[config.mk]
export PLATFORM = sky130hd
export DESIGN_NAME = cfg_buf_reg
export DESIGN_NICKNAME = d
export VERILOG_FILES = /design/src/rtl/rbuf_pkg.sv /design/src/rtl/rbuf_mode_map.sv /design/src/rtl/rbuf_bit_bank.sv /design/src/rtl/rbuf_fanout_stage.sv /design/src/rtl/cfg_buf_reg.sv
export SDC_FILE = /design/constraint.sdc
export NUM_CORES = 1
export LEC_CHECK = 0
export BUFFER_PORTS_ARGS = -buffer_cell sky130_fd_sc_hd__buf_2
export CAP_MARGIN = 20
export CORE_ASPECT_RATIO = 2
export CORE_MARGIN = 4
export CORE_UTILIZATION = 37
export CTS_BUF_LIST = sky130_fd_sc_hd__clkbuf_16
export DETAILED_ROUTE_END_ITERATION = 10
export HOLD_SLACK_MARGIN = 0.12
export MAX_ROUTING_LAYER = met4
export PLACE_DENSITY = 0.76
export SLEW_MARGIN = 20
export SYNTH_ARGS = -nofsm -noshare
export SYNTH_HDL_FRONTEND = slang
export SYNTH_SLANG_ARGS = --single-unit
[constraint.sdc]
create_clock -name clk -period 0.85 [get_ports clk]
set_clock_uncertainty 0.15 [all_clocks]
set_input_delay 0.0425 -clock clk [delete_from_list [all_inputs] [get_ports clk]]
set_output_delay 0.0425 -clock clk [all_outputs]
set_load 0.01 [all_outputs]
[src/rtl/rbuf_pkg.sv]
package rbuf_pkg;
    localparam int WIDE_W     = 25;
    localparam int NARROW_W   = 14;
    localparam int CS_POS     = 6;
    localparam int CKE_POS_A  = 0;
    localparam int ODT_POS_A  = 3;
    localparam int CKE_POS_B  = 13;
    localparam int ODT_POS_B  = 10;

    typedef enum logic [1:0] {
        MODE_DIRECT = 2'd0,
        MODE_FAN_A  = 2'd1,
        MODE_FAN_B  = 2'd2
    } rbuf_mode_e;
endpackage

[src/rtl/rbuf_mode_map.sv]
module rbuf_mode_map
    import rbuf_pkg::*;
#(
    parameter int W      = WIDE_W,
    parameter int N      = NARROW_W,
    parameter int CS_P   = CS_POS,
    parameter int CKE_A  = CKE_POS_A,
    parameter int ODT_A  = ODT_POS_A,
    parameter int CKE_B  = CKE_POS_B,
    parameter int ODT_B  = ODT_POS_B
) (
    input  logic         cfg_fanout,
    input  logic         cfg_layout_b,
    output rbuf_mode_e   mode,
    output logic [W-1:0] act_mask,
    output logic [W-1:0] exempt_mask
);
    localparam logic [W-1:0] NARROW_MASK = {{(W-N){1'b0}}, {N{1'b1}}};

    always_comb begin
        if (!cfg_fanout)        mode = MODE_DIRECT;
        else if (!cfg_layout_b) mode = MODE_FAN_A;
        else                    mode = MODE_FAN_B;
    end

    always_comb begin
        act_mask    = (mode == MODE_DIRECT) ? {W{1'b1}} : NARROW_MASK;
        exempt_mask = '0;
        exempt_mask[CS_P] = 1'b1;
        if (mode == MODE_FAN_B) begin
            exempt_mask[CKE_B] = 1'b1;
            exempt_mask[ODT_B] = 1'b1;
        end else begin
            exempt_mask[CKE_A] = 1'b1;
            exempt_mask[ODT_A] = 1'b1;
        end
    end


    always_comb begin
        cs_exempt_chk: assert (exempt_mask[CS_P] && act_mask[CS_P]);
    end
endmodule

[src/rtl/rbuf_bit_bank.sv]
module rbuf_bit_bank #(
    parameter int W = 25
) (
    input  logic         clk,
    input  logic         rst_n,
    input  logic [W-1:0] din,
    input  logic         dcs,
    input  logic         cs_aux,
    input  logic [W-1:0] act_mask,
    input  logic [W-1:0] exempt_mask,
    output logic [W-1:0] core_q
);
    typedef struct packed {
        logic [W-1:0] bits;
    } bank_t;

    bank_t bank_d;
    bank_t bank_q;
    logic  freeze;

    assign freeze = dcs & cs_aux;

    always_comb begin
        bank_d = bank_q;
        for (int i = 0; i < W; i++) begin
            if (!act_mask[i])
                bank_d.bits[i] = 1'b0;
            else if (freeze && !exempt_mask[i])
                bank_d.bits[i] = bank_q.bits[i];
            else
                bank_d.bits[i] = din[i];
        end
    end

    always_ff @(posedge clk or negedge rst_n) begin
        if (!rst_n) bank_q <= '0;
        else        bank_q <= bank_d;
    end

    assign core_q = bank_q.bits;


    hold_frozen_chk: assert property (@(posedge clk) disable iff (!rst_n)
        (dcs && cs_aux) |=> ((core_q & ~$past(exempt_mask)) ==
                             ($past(core_q) & ~$past(exempt_mask))));


    load_open_chk: assert property (@(posedge clk) disable iff (!rst_n)
        !(dcs && cs_aux) |=> (core_q == ($past(din) & $past(act_mask))));


    exempt_load_chk: assert property (@(posedge clk) disable iff (!rst_n)
        rst_n |=> ((core_q & $past(exempt_mask)) == ($past(din) & $past(exempt_mask))));


    idle_low_chk: assert property (@(posedge clk) disable iff (!rst_n)
        (core_q & ~act_mask) == '0);
endmodule

[src/rtl/rbuf_fanout_stage.sv]
module rbuf_fanout_stage #(
    parameter int W = 25,
    parameter int N = 14
) (
    input  logic         cfg_fanout,
    input  logic [W-1:0] core_q,
    output logic [W-1:0] qa,
    output logic [N-1:0] qb
);
    assign qa = core_q;

    for (genvar g = 0; g < N; g++) begin : g_copy
        assign qb[g] = cfg_fanout & core_q[g];
    end
endmodule

[src/rtl/cfg_buf_reg.sv]
module cfg_buf_reg
    import rbuf_pkg::*;
#(
    parameter int W     = WIDE_W,
    parameter int N     = NARROW_W,
    parameter int CS_P  = CS_POS,
    parameter int CKE_A = CKE_POS_A,
    parameter int ODT_A = ODT_POS_A,
    parameter int CKE_B = CKE_POS_B,
    parameter int ODT_B = ODT_POS_B
) (
    input  logic         clk,
    input  logic         rst_n,
    input  logic         cfg_fanout,
    input  logic         cfg_layout_b,
    input  logic [W-1:0] din,
    input  logic         cs_aux,
    output logic [W-1:0] qa,
    output logic [N-1:0] qb
);
    rbuf_mode_e   mode;
    logic [W-1:0] act_mask;
    logic [W-1:0] exempt_mask;
    logic [W-1:0] core_q;

    rbuf_mode_map #(
        .W(W), .N(N), .CS_P(CS_P),
        .CKE_A(CKE_A), .ODT_A(ODT_A), .CKE_B(CKE_B), .ODT_B(ODT_B)
    ) u_map (
        .cfg_fanout   (cfg_fanout),
        .cfg_layout_b (cfg_layout_b),
        .mode         (mode),
        .act_mask     (act_mask),
        .exempt_mask  (exempt_mask)
    );

    rbuf_bit_bank #(.W(W)) u_bank (
        .clk         (clk),
        .rst_n       (rst_n),
        .din         (din),
        .dcs         (din[CS_P]),
        .cs_aux      (cs_aux),
        .act_mask    (act_mask),
        .exempt_mask (exempt_mask),
        .core_q      (core_q)
    );

    rbuf_fanout_stage #(.W(W), .N(N)) u_fan (
        .cfg_fanout (cfg_fanout),
        .core_q     (core_q),
        .qa         (qa),
        .qb         (qb)
    );


    fan_copy_chk: assert property (@(posedge clk) disable iff (!rst_n)
        (mode != MODE_DIRECT) |-> (qb == qa[N-1:0] && qa[W-1:N] == '0));


    direct_b_low_chk: assert property (@(posedge clk) disable iff (!rst_n)
        (mode == MODE_DIRECT) |-> (qb == '0));


    rst_clear_chk: assert property (@(posedge clk)
        !rst_n |-> (qa == '0 && qb == '0));
endmodule

==> metrics.md <==
| Metric | Value |
|---|---|
| Clk sinks | `25` |
| Cts bufs inserted | `3` |
| Peak supply drop | `1.42 mV` |
| Core area | `0.00280 mm²` |
| First-pass GRT wire length | `5.66 mm` |
| # port buffers | `68` |
| Max cap viols | `0` |
| Max Fclk | `883 MHz` |
| Pwr dens | `1560 mW/mm²` |
| Top-count cell post-synth | `nand2_1` |
| Final WL | `3.51 mm` |
| Drt via density | `4.77` |
| Period utilization | `1.33` |
| Setup CP Type | `reg -> out` |
| Tot Pwr | `3.07 mW` |
| Die width | `46.4 µm` |
| Flop pwr share | `0.433` |
| Type of the tightest min-delay check | `in -> reg` |
| Hold slack | `-0.134 ns` |
| CP top delay family | `flip-flops` |
| Initial antenna violation count | `0` |
| Cell Rows | `27` |
| Detailed router's first-iteration violation count | `18` |
| Vias in the first global route | `1,237` |
| Synth top area share | `0.575` |
| Crit end category | `output port` |
| Drt first pass iters | `4` |
| Failing checks | `negative hold slack, negative setup slack` |
| RePlAce Congestion | `0.692` |
| Average wire per standard cell | `14.3 µm` |
| Yosys top cell by area | `dfrtp_1` |
| Longest Clk Path Bufs | `2` |
| Worst skew pair latency | `0.26 ns` |
| Crit path buf inv count | `1` |
| Ys flop type | `dfrtp_1` |
| Relative slew slack | `0.811` |
| Nets | `247` |
| Hold buffer count at CTS | `22` |
| # IOs | `69` |
| Seq/Total Area, Yosys | `0.575` |
| Die area | `0.00393 mm²` |
| Net switching power | `773 µW` |
| CTS clk-pin slew, worst paths | `0.06 ns` |
| Pint | `2.30 mW` |
| PnR worst setup slack | `-0.282 ns` |
| Synthesis Warnings | `0` |
| Largest net degree at the start of global routing | `21` |
| Worst-Margin Slew | `0.283 ns` |
| Slowest-stage cell, CP | `dfrtp_1` |
| Largest register FFs | `25` |
| CTS tree | `built` |
| Post-DP HPWL | `2.20 mm` |
| Comb power frac | `0.232` |
| Synth Cell Area | `0.00109 mm²` |
| Initial Utilization | `0.388` |
| Worst endpoint data arrival time | `0.94 ns` |
| DRT antenna net count | `0` |
| Setup crit start kind | `flop` |
| Overflow after GRT | `0` |
| CP max stage delay | `0.40 ns` |
| Min cycle time layout | `1.13 ns` |
| Vias | `1,169` |
| Sw frac | `0.252` |
| Fin. Hold Viols | `4` |
| Die height | `84.7 µm` |
| Syn avg cell area | `9.47 µm²` |
| Post-synth top cells | `nand2_1 (51), dfrtp_1 (25), and2_1 (14)` |
| Cells after Synth | `115` |
| Leak pwr | `1.06 nW` |
| Status | `complete, but fails checks` |
| Gr usage total | `0.197` |
| Share of cells above drive strength 1 | `0.491` |
| Synth Net Count | `145` |
| Slew Viols, Final | `0` |
| P&R area growth vs syn | `81.1%` |
| Ranking of synthesized cells by area | `dfrtp_1 (57%), nand2_1 (18%), and2_1 (8.0%)` |
| Number of flops mapped to enable cells by yosys | `0` |
| Synth async-reset ratio | `1.00` |
| Diodes inserted | `0` |
| Req. time, crit path | `0.66 ns` |
| DRC viols | `0` |
| Clock share of power | `0.335` |
| RSZ-0062 raised after global routing | `true` |
| Root buf cell | `clkbuf_16` |
| Setup TNS | `-7.74 ns` |
| Final setup violation count | `47` |
| Synth cell types | `13` |
| Crit-path cells | `and2_1, buf_2` |
| CP max FO | `3` |
| # H-tree levels | `1` |
| FF+latch count, synth | `25` |
power by group through the flow:
stage                     Clock [mW]  Combinational, mW  Sequential, mW
final                           1.03              0.711            1.33
after global routing            1.12              0.777            1.34
after CTS                       1.06              0.659            1.32
after detailed placement           0              0.519            1.34
after global placement             0              0.510            1.34
after floorplan                    0              0.196            1.38
kinds of logic after synthesis:
logic type	share of synthesized area
DFF	0.575
and+or+nand+nor	0.286
muxes	0.0483
buffers and inverters	0.0402
AOI/OAI and AO/OA	0.0506
metrics by stage:
step / setup slack, ns / area [µm²] / cells / util / hold WS, ns
after floorplan: -0.0872 / 1090 / 115 / - / -0.403
final: -0.282 / 1970 / 245 / 0.703 / -0.134
after CTS: -0.270 / 1890 / 245 / 0.676 / -0.137
after global routing: -0.322 / 1970 / 245 / 0.703 / -0.133
after global placement: -0.133 / 1510 / 212 / 0.539 / -0.212
after detailed placement: -0.156 / 1510 / 212 / 0.539 / -0.211
worst paths after layout:
| kind | slack, ns | start | depth (start not counted) | end |
|---|---|---|---|---|
| max | -0.28 | u_bank.core_q[2] | 2 | qb[2] |
| min | -0.13 | din[0] | 2 | u_bank.core_q[0] |
| max reg2reg | -0.18 | u_bank.core_q[0] | 2 | u_bank.core_q[0] |
| min reg2reg | 0.33 | u_bank.core_q[7] | 2 | u_bank.core_q[7] |
| max in group asynchronous | 0.11 | rst_n | 3 | u_bank.core_q[9] |
| min in group asynchronous | 0.07 | rst_n | 2 | u_bank.core_q[4] |
placed cells by master, fill, tap and decap left out, drive strengths merged:
master	Yosys	routed
a21oi	11	11
and2	15	15
buf	5	82
clkbuf	2	3
clkinv	0	1
dfrtp	25	25
dlygate4sd3	0	21
dlymetal6s4s	0	1
mux2	4	4
nand2	52	52
nand3	1	1
area by class of cell:
class                      count  area (µm²)
sequential                    25         626
tap                           29        36.3
multi-input combinational     83         462
clock buffer                   3        75.1
clock inverter                 1        5.00
timing repair buffer         104         768
fill                         211         832
layer usage:
metal,routed length [µm],up-vias,GRT usage
met3,266,14,0.0322
met2,1850,61,0.319
met4,113,0,0.104
li1,-,556,-
met1,1280,538,0.217
met5,0,-,-
timing repair:
item	CTS	global route
setup buffers	7	2
pin swaps	13	7
endpoints found under the setup margin	43	56
gates resized for setup	6	20
endpoints found under the hold margin	50	14
cloned	0	0
No activity file was read; power rests on OpenSTA's default activity.
